==> src/rtl/pdn_pkg.sv <==
package pdn_pkg;
  typedef enum logic [1:0] {
    ST_RUN   = 2'd0,
    ST_PDWN  = 2'd1,
    ST_START = 2'd2,
    ST_DRAIN = 2'd3
  } pd_state_e;
endpackage

==> src/rtl/pdn_sync.sv <==
module pdn_sync #(
  parameter int W      = 2,
  parameter int STAGES = 2
) (
  input  logic         clk,
  input  logic         rst,
  input  logic [W-1:0] d_i,
  output logic [W-1:0] q_o
);
  for (genvar b = 0; b < W; b++) begin : g_bit
    logic [STAGES-1:0] sh_q;
    always_ff @(posedge clk) begin
      if (rst) sh_q <= '0;
      else     sh_q <= {sh_q[STAGES-2:0], d_i[b]};
    end
    assign q_o[b] = sh_q[STAGES-1];
  end
endmodule

==> src/rtl/pdn_rst_qual.sv <==
// Counts how long the synchronized reset request stays high and flags a
// release only after a hold of at least MIN_CYC cycles.
module pdn_rst_qual #(
  parameter int MIN_CYC = 5
) (
  input  logic clk,
  input  logic rst,
  input  logic lvl_i,
  output logic wake_o
);
  localparam int CW = $clog2(MIN_CYC + 1);
  localparam logic [CW-1:0] HOLD_MAX = CW'(MIN_CYC);

  logic [CW-1:0] held_q;
  logic          prev_q;

  always_ff @(posedge clk) begin
    if (rst) begin
      held_q <= '0;
      prev_q <= 1'b0;
    end else begin
      prev_q <= lvl_i;
      if (!lvl_i)                held_q <= '0;
      else if (held_q != HOLD_MAX) held_q <= held_q + 1'b1;
    end
  end

  assign wake_o = prev_q & ~lvl_i & (held_q == HOLD_MAX);

  a_r7_hold_sat: assert property (@(posedge clk) disable iff (rst)
    held_q <= HOLD_MAX);
  a_r7_clear_after_release: assert property (@(posedge clk) disable iff (rst)
    wake_o |=> (held_q == '0));
endmodule

==> src/rtl/pdn_startup_cnt.sv <==
module pdn_startup_cnt #(
  parameter int CNT_W = 13
) (
  input  logic             clk,
  input  logic             rst,
  input  logic             load_i,
  input  logic [CNT_W-1:0] load_val_i,
  input  logic             run_i,
  output logic             done_o
);
  logic [CNT_W-1:0] cnt_q;

  always_ff @(posedge clk) begin
    if (rst)                        cnt_q <= '0;
    else if (load_i)                cnt_q <= load_val_i;
    else if (run_i && cnt_q != '0)  cnt_q <= cnt_q - 1'b1;
  end

  assign done_o = (cnt_q == '0);

  a_r5_no_wrap: assert property (@(posedge clk) disable iff (rst)
    (!load_i && cnt_q == '0) |=> (cnt_q == '0));
  a_r8_reload: assert property (@(posedge clk) disable iff (rst)
    load_i |=> (cnt_q == $past(load_val_i)));
endmodule

==> src/rtl/pdn_sequencer.sv <==
module pdn_sequencer
  import pdn_pkg::*;
#(
  parameter int                ADDR_W      = 14,
  parameter int                DATA_W      = 16,
  parameter logic [ADDR_W-1:0] CTRL_ADDR   = 14'h3FEF,
  parameter int                XDLY_BIT    = 14,
  parameter int                XDIS_BIT    = 15,
  parameter int                BASE_CYC    = 64,
  parameter int                XDLY_CYC    = 4096,
  parameter int                RST_MIN     = 5,
  parameter int                SYNC_STAGES = 2
) (
  input  logic              clk,
  input  logic              rst,
  input  logic              wr_en_i,
  input  logic [ADDR_W-1:0] wr_addr_i,
  input  logic [DATA_W-1:0] wr_data_i,
  input  logic              idle_i,
  input  logic              pd_pin_i,
  input  logic              rst_req_i,
  input  logic              mmap_sel_i,
  output logic              clk_en_o,
  output logic              xtal_drv_en_o,
  output logic              core_run_o,
  output logic              restart_zero_o,
  output logic              boot_sel_o,
  output logic [1:0]        state_o
);
  localparam int CNT_W = $clog2(BASE_CYC + XDLY_CYC + 1);
  localparam logic [CNT_W-1:0] LD_FAST = CNT_W'(BASE_CYC - 1);
  localparam logic [CNT_W-1:0] LD_SLOW = CNT_W'(BASE_CYC + XDLY_CYC - 1);

  // control register: only the two defined bits are stored
  logic xdly_q, xdis_q;
  logic unused_data;
  assign unused_data = ^wr_data_i;

  always_ff @(posedge clk) begin
    if (rst) begin
      xdly_q <= 1'b0;
      xdis_q <= 1'b0;
    end else if (wr_en_i && wr_addr_i == CTRL_ADDR) begin
      xdly_q <= wr_data_i[XDLY_BIT];
      xdis_q <= wr_data_i[XDIS_BIT];
    end
  end

  // synchronizers and wake detection
  logic [1:0] sync_s;
  logic       pin_s, rst_s, pin_prev_q, pin_rise, rst_wake;

  pdn_sync #(.W(2), .STAGES(SYNC_STAGES)) u_sync (
    .clk (clk), .rst (rst),
    .d_i ({rst_req_i, pd_pin_i}),
    .q_o (sync_s)
  );
  assign pin_s = sync_s[0];
  assign rst_s = sync_s[1];

  always_ff @(posedge clk) begin
    if (rst) pin_prev_q <= 1'b0;
    else     pin_prev_q <= pin_s;
  end
  assign pin_rise = pin_s & ~pin_prev_q;

  pdn_rst_qual #(.MIN_CYC(RST_MIN)) u_rst_qual (
    .clk (clk), .rst (rst), .lvl_i (rst_s), .wake_o (rst_wake)
  );

  // sequencing
  pd_state_e        state_q, nxt;
  logic             ld, by_rst, by_pin, cnt_done;
  logic [CNT_W-1:0] ld_val;

  always_comb begin
    nxt    = state_q;
    ld     = 1'b0;
    ld_val = LD_FAST;
    by_rst = 1'b0;
    by_pin = 1'b0;
    unique case (state_q)
      ST_RUN:   if (idle_i) nxt = ST_DRAIN;
      ST_DRAIN: nxt = ST_PDWN;
      ST_PDWN: begin
        if (rst_wake) begin
          nxt = ST_START; ld = 1'b1; by_rst = 1'b1;
        end else if (pin_rise) begin
          nxt = ST_START; ld = 1'b1; by_pin = 1'b1;
          ld_val = xdly_q ? LD_SLOW : LD_FAST;
        end
      end
      ST_START: begin
        if (rst_wake) begin
          ld = 1'b1; by_rst = 1'b1;
        end else if (cnt_done) begin
          nxt = ST_RUN;
        end
      end
      default: nxt = ST_RUN;
    endcase
  end

  pdn_startup_cnt #(.CNT_W(CNT_W)) u_cnt (
    .clk (clk), .rst (rst),
    .load_i (ld), .load_val_i (ld_val),
    .run_i (state_q == ST_START),
    .done_o (cnt_done)
  );

  logic clk_en_q, xtal_q, run_q, restart_q, boot_q;

  always_ff @(posedge clk) begin
    if (rst) begin
      state_q   <= ST_RUN;
      clk_en_q  <= 1'b1;
      xtal_q    <= 1'b1;
      run_q     <= 1'b1;
      restart_q <= 1'b0;
      boot_q    <= 1'b0;
    end else begin
      state_q   <= nxt;
      clk_en_q  <= (nxt != ST_PDWN);
      xtal_q    <= !((nxt == ST_PDWN) && xdis_q);
      run_q     <= (nxt == ST_RUN) || (nxt == ST_DRAIN);
      if (by_rst) begin
        restart_q <= 1'b1;
        boot_q    <= ~mmap_sel_i;
      end else if (by_pin) begin
        restart_q <= 1'b0;
        boot_q    <= 1'b0;
      end
    end
  end

  assign clk_en_o       = clk_en_q;
  assign xtal_drv_en_o  = xtal_q;
  assign core_run_o     = run_q;
  assign restart_zero_o = restart_q;
  assign boot_sel_o     = boot_q;
  assign state_o        = state_q;

  a_r3_drain_one_cycle: assert property (@(posedge clk) disable iff (rst)
    (state_q == ST_DRAIN) |=> (state_q == ST_PDWN));
  a_r3_clock_gated: assert property (@(posedge clk) disable iff (rst)
    (state_q == ST_PDWN) |-> !clk_en_o);
  a_r4_xtal_follows_bit: assert property (@(posedge clk) disable iff (rst)
    (state_q == ST_PDWN) |-> (xtal_drv_en_o == !$past(xdis_q)));
  a_r5_held_in_startup: assert property (@(posedge clk) disable iff (rst)
    (state_q == ST_START) |-> !core_run_o);
  a_r9_run_stays: assert property (@(posedge clk) disable iff (rst)
    (state_q == ST_RUN && !idle_i) |=> (state_q == ST_RUN));
  a_r8_reset_in_startup: assert property (@(posedge clk) disable iff (rst)
    (state_q == ST_START && rst_wake) |=> (state_q == ST_START && restart_zero_o));
  a_r10_pin_clears: assert property (@(posedge clk) disable iff (rst)
    (state_q == ST_PDWN && pin_rise && !rst_wake) |=> (!restart_zero_o && !boot_sel_o));
endmodule

==> config.mk <==
export PLATFORM = sky130hd
export DESIGN_NAME = pdn_sequencer
export DESIGN_NICKNAME = d
export VERILOG_FILES = /design/src/rtl/pdn_pkg.sv /design/src/rtl/pdn_sync.sv /design/src/rtl/pdn_rst_qual.sv /design/src/rtl/pdn_startup_cnt.sv /design/src/rtl/pdn_sequencer.sv
export SDC_FILE = /design/constraint.sdc
export NUM_CORES = 1
export LEC_CHECK = 0
export BUFFER_PORTS_ARGS = -buffer_cell sky130_fd_sc_hd__buf_2
export CORE_MARGIN = 2
export CORE_UTILIZATION = 50
export DETAILED_ROUTE_END_ITERATION = 8
export GPL_ROUTABILITY_DRIVEN = 0
export PLACE_DENSITY = 0.78
export SYNTH_ARGS = -nofsm -noshare
export SYNTH_HDL_FRONTEND = slang
export SYNTH_SLANG_ARGS = --single-unit
export TNS_END_PERCENT = 20
==> constraint.sdc <==
create_clock -name clk -period 3.75 [get_ports clk]
set_clock_uncertainty 0.1 [all_clocks]
set_input_delay 0.375 -clock clk [delete_from_list [all_inputs] [get_ports clk]]
set_output_delay 0.375 -clock clk [all_outputs]
set_load 0.02 [all_outputs]
======== Yosys cells after proc, flatten, opt, wreduce, memory -nomap -nowiden ========
Cells that the tools add are included.
operators by class
  $add $sub $neg .......................... 2
  equal/unequal tests ..................... 9
  mux-type cells .......................... 22
  bitwise gates (word level) .............. 6
  reduce and logical (&&, ||, !) cells .... 13
operators with widths
  kind                                                                   number
  13-bit 2-to-1 mux                                                      6
  14-bit equality test, second input constant                            1
  13-bit logical NOT                                                     1
  13-bit nonzero test                                                    1
  13-bit by 1-bit subtractor with 13-bit output, second input constant   1
  2-bit 2-to-1 mux                                                       5
  1-bit 2-to-1 mux                                                       9
  2-bit case mux with 4 select lines                                     1
  2-bit equality test, second input constant                             3
  2-bit by 1-bit equality test with 1-bit output, second input constant  2
  2-bit logical NOT                                                      2
  2-bit nonzero test                                                     2
  2-bit OR reduction                                                     2
  3-bit by 1-bit adder with 3-bit output, second input constant          1
  1-bit AND                                                              3
  3-bit equality test, second input constant                             1
  1-bit logical AND                                                      3
  3-bit != test, second input constant                                   1
  1-bit NOT                                                              3
  2-bit by 1-bit != test with 1-bit output, second input constant        1
  1-bit case mux with 2 select lines                                     1
  1-bit logical NOT                                                      1
  1-bit logical OR                                                       1
word-level totals
  bits in registers ....................... 31
  input bits .............................. 37
  output and inout port bits .............. 7
  word-level logic and storage cells ...... 66

======== Logic depth before layout (Yosys ltp) ========
  word-level depth ........................ 8
  depth in mapped cells ................... 8
  gate-level depth less buffers ........... 8

======== Hierarchy ========
Synthesis repeated with hierarchy kept, for this count alone.
second synthesis, totals
  cells, all modules ...................... 186
  area total of the unflattened synthesis .. 1686.6 um2
modules (own cells, without submodules)
  module           times used  cells each  area each (um2)  seq. area each (um2)
  pdn_startup_cnt  1           100         833.3            260.2
  pdn_sequencer    1           58          540.5            200.2
  pdn_rst_qual     1           18          192.7            80.1
  pdn_sync         1           10          120.1            80.1

======== Worst setup path after synthesis ========
No wires, ideal clock.
  path type ............................... register to register
  from .................................... register u_cnt.cnt_q[0]
  to ...................................... register run_q (netlist: core_run_o)
  setup time .............................. 123 ps
  arrival ................................. 2437 ps
  required time ........................... 3527 ps
  slack ................................... 1090 ps
  cell stages (with the launch flop) ...... 9
  buffers on the path ..................... 0
  clock period less this slack ............ 2660 ps
  path through ............................ dfxtp_1 inv_1 ha_1 or4b_2 o41a_2 and2_1 or2_1 ha_1 or2_2
on the way
  cells in the longest elaborated chain, start to end .. 6
  elaborated cells between the ends (all ways) .. 7
  classes of those cells .................. eq/ne (1); mux (3); reduce/logical (3)
RTL lines
  what                                                             RTL line               source
  start, declared                                                  pdn_startup_cnt.sv:11  logic [CNT_W-1:0] cnt_q;
  start signal, assigned                                           pdn_startup_cnt.sv:15  else if (load_i) cnt_q <= load_val_i;
  start signal, assigned                                           pdn_startup_cnt.sv:16  else if (run_i && cnt_q != '0) cnt_q <= cnt_q - 1'b1;
  13-bit logical NOT (*)                                           pdn_startup_cnt.sv:19  assign done_o = (cnt_q == '0);
  2-bit 2-to-1 mux (*)                                             pdn_sequencer.sv:96    end else if (cnt_done) begin
  2-bit 2-to-1 mux (*)                                             pdn_sequencer.sv:94    if (rst_wake) begin
  2-bit case mux with 4 select lines (*)                           pdn_sequencer.sv:82    unique case (state_q)
  net nxt[0]                                                       pdn_sequencer.sv:72    pd_state_e state_q, nxt;
  2-bit equality test / 2-bit logical NOT (equally long branches)  pdn_sequencer.sv:125   run_q <= (nxt == ST_RUN) || (nxt == ST_DRAIN);
  1-bit logical OR (*)                                             pdn_sequencer.sv:125
  end signal, assigned                                             pdn_sequencer.sv:125
  end, declared                                                    pdn_sequencer.sv:111   logic clk_en_q, xtal_q, run_q, restart_q, boot_q;
The timed path passes the listed nets; every way through them passes the cells marked *.
A chain may end at the register's enable or synchronous reset.

======== Worst setup path after layout ========
Same ends and word-level chain as after synthesis.

==> impl_summary.txt <==
----------------------------------------------------
[Layout]
  Post-layout util ... 0.6217
  Area grow syn2layout ... 17.52%
  Total inserted antenna cells ... 0
  Area of the multi-input gates ... 804.5 sq um
  Final Net Count ... roughly 240
  Design Area, Final ... 1729 sq um
  Non-Filler Instances ... 222
  Number of fill cells ... 247
  Area of all sequential standard cells ... around 620 sq um
  Share of post-route cells with drive strength above 1 ... 0.2775

[Setup path]
  Timing startpoint of the critical path ... u_cnt.cnt_q[0]
  Data arrival time of the critical path ... 3.00 ns
  Max Fanout on Critical Path ... 3
  Endpoint of the worst register-to-register path ... core_run_o
  Nature of the critical path endpoint ... flip-flop
  Data required time at the worst endpoint ... 3.88 ns
  Reg2reg start ... u_cnt.cnt_q[0]
  Classification of the worst setup path ... reg2reg
  CP startpoint kind ... flip-flop
  Worst setup slack for register-to-register paths ... about 0.9 ns
  Number of cells on the worst reg-to-reg path ... 8
  End point of the critical path ... core_run_o

[Yosys]
  Post-synthesis cell type count ... 45
  Asr flop ratio synth ... 0
  Predominant post-synthesis flop cell ... sky130_fd_sc_hd__dfxtp_1
  Synth cell count leaders ... sky130_fd_sc_hd__dfxtp_1, sky130_fd_sc_hd__nor2_1, sky130_fd_sc_hd__a21oi_1, sky130_fd_sc_hd__ha_1, sky130_fd_sc_hd__nand2_1
  Largest area contributor in the netlist ... sky130_fd_sc_hd__dfxtp_1
  Synth Net Count ... 203
  Syn Std Cell Area ... around 1500 sq um
  Dominant cell by count in the synthesized netlist ... sky130_fd_sc_hd__dfxtp_1
  Top cells by area in the synthesized netlist ... sky130_fd_sc_hd__dfxtp_1, sky130_fd_sc_hd__ha_1, sky130_fd_sc_hd__a21oi_1
  Number of flops mapped to enable cells by yosys ... 0
  Post-synthesis sequential element count ... 31
  Synthesized netlist cell count ... 158
  Share of the yosys chip area belonging to registers ... 0.4218
  Average size of a mapped cell ... between 9 and 10 sq um
  Area fraction of the dominant cell type after synthesis ... 0.4218
  Synth warnings ... 0

[Global routing]
  Maximum number of pins on one net before global-route repair ... 24
  Number of antenna violations at the first check in global routing ... 0
  Sum of overflow across all layers after global routing ... 0
  Wire length of the first global-routing pass ... 5340 um
  Number of global-route vias before repair ... ~1200
  All-Layer GR Usage ... 0.2063

[Floorplanning]
  Die width ... between 50 and 60 um
  Area enclosed by the die boundary ... 3392 sq um
  CORE AREA ... 2781 sq um
  Chip Height ... 58.25 um
  Starting Density ... 0.5290
  Standard-cell rows ... 19
  Number of I/O pins ... 44

[STA]
  Post-route clock period utilization ... 0.7652
  Final setup violation count ... 0
  Setup WS post-layout ... 0.8804 ns
  Relative slew margins ... 0.5430
  Setup TNS ... 0 ns
  Slew of the pin with the lowest slew margin ... 0.6770 ns
  Setup repair after global routing missed its margin ... no
  Final slew viol count ... 0
  Maximum frequency from static timing analysis ... 348.5 MHz
  Min Tclk post-route ... 2.870 ns
  Count of final hold-check violations ... 0
  Worst hold margin ... 0.1500 ns

[Placed design]
  Worst slack after detailed placement ... 0.9007 ns
  DP HPWL ... 2297 um
  Placed instance count ... 214
  Number of port buffers ... 29
  Placed Instance Area ... 1643 sq um

[Drt]
  Detailed Routing Iterations Pass 1 ... 4
  DRC Markers ... 0
  Count of antenna-violating nets left after detailed routing ... 0
  Iteration-0 DRC count of the detailed router ... 48
  Via total after detailed routing ... 1282
  Final wirelength ... roughly 3100 um
  Average vias per placed instance ... 5.775
  Average detailed-routed wire length per instance ... 13.98 um

[Job]
  Max-cap viol count ... 0

[Clocking]
  TritonCTS clock tree ... done
  CTS hold repair buffers ... 0
  Clock sink total ... 31
  H-Tree Depth ... 2
  CTS root buf ... sky130_fd_sc_hd__clkbuf_4
  Clock insertion delay at the later pin of the skew report ... 0.33 ns
  Gates resized, CTS repair ... 0
  Maximum buffer depth of the clock tree ... 2
  Number of CTS-inserted buffers ... 5
  Post-CTS Setup Repair Bufs ... 0
  Clock slew seen by the registers of the worst setup and hold paths ... 0.10 ns

[Pwr]
  Ratio of total power to cell area ... 800.6 nW/um^2
  Static leakage ... 0.7096 nW
  Worst vdd ir ... 0.5017 mV
  Overall power ... ~1.4 mW

[Status]
  Result of the run ... finished clean

[Worst hold path]
  Worst hold path class ... in2reg

----------------------------------------------------
-- cell type report --
cell class / instances / area share
Clock buffer: 6 / 0.02967
Clock inverter: 2 / 0.02026
Inverter: 7 / 0.01520
Multi-Input combinational cell: 115 / 0.4653
Sequential cell: 31 / 0.3589
Tap cell: 31 / 0.02243
Timing Repair Buffer: 30 / 0.08828
-- cells by family (layout without fill, tap and decap cells) --
logic type | after synthesis | in the layout | synth area share
flops | 31 | 31 | 0.4218
compound gates | 37 | 37 | 0.1760
xor+xnor | 2 | 2 | 0.01191
mux | 3 | 3 | 0.02126
simple gates | 65 | 65 | 0.2696
buf+inv | 12 | 45 | 0.03146
fa+ha+maj | 8 | 8 | 0.06803
-- report_power, final --
| part | internal (mW) | total, mW | switching [mW] |
|---|---|---|---|
| combinational | 0.286 | 0.640 | 0.353 |
| clock | 0.157 | 0.272 | 0.115 |
| sequential | 0.401 | 0.472 | 0.0711 |
-- worst min-delay path by stage --
stage / cells past startpoint / start / endpoint
CTS: 2 / pd_pin_i / u_sync.g_bit[0].sh_q[0]
global route: 2 / rst_req_i / u_sync.g_bit[1].sh_q[0]
detailed placement: 1 / xdis_q / xtal_drv_en_o
finish: 2 / pd_pin_i / u_sync.g_bit[0].sh_q[0]
global placement: 1 / xdis_q / xtal_drv_en_o
floorplan: 1 / xdis_q / xtal_drv_en_o
-- metal layers --
| metal | wire (um) | global-route usage | up-vias |
|---|---|---|---|
| met5 | 0 | 0 | - |
| met4 | 55 | 0.07641 | 0 |
| met3 | 102 | 0.06696 | 6 |
| met2 | 1619 | 0.3718 | 20 |
| met1 | 1326 | 0.2238 | 599 |
| li1 | - | - | 657 |
-- placed cells by master, fill, tap and decap left out, types with 4 or more instances in the layout --
master,count
sky130_fd_sc_hd__a21oi_1,11
sky130_fd_sc_hd__or4_1,6
sky130_fd_sc_hd__nor2b_1,6
sky130_fd_sc_hd__buf_2,29
sky130_fd_sc_hd__ha_1,8
sky130_fd_sc_hd__o31ai_1,5
sky130_fd_sc_hd__nand2_1,8
sky130_fd_sc_hd__dfxtp_1,31
sky130_fd_sc_hd__clkbuf_4,5
sky130_fd_sc_hd__inv_1,7
sky130_fd_sc_hd__a31oi_1,5
sky130_fd_sc_hd__nor2_1,12
sky130_fd_sc_hd__or2_2,4
-- flip-flops by register name (all words and copies together), names as in the netlist, 2 cells and up --
register / flops
u_cnt.cnt_q: 13
u_rst_qual.held_q: 3
state_o: 2
u_sync.g_bit.sh_q: 4
-- critical path, stage by stage, from the launching register on --
cell and delay (ns):
sky130_fd_sc_hd__dfxtp_1 0.34, sky130_fd_sc_hd__inv_1 0.09, sky130_fd_sc_hd__ha_1 0.19, sky130_fd_sc_hd__or4b_2 0.63, sky130_fd_sc_hd__o41a_2 0.43, sky130_fd_sc_hd__and2_1 0.18
sky130_fd_sc_hd__or2_1 0.22, sky130_fd_sc_hd__ha_1 0.30, sky130_fd_sc_hd__or2_2 0.28
Power figures use the tool's default switching activity.
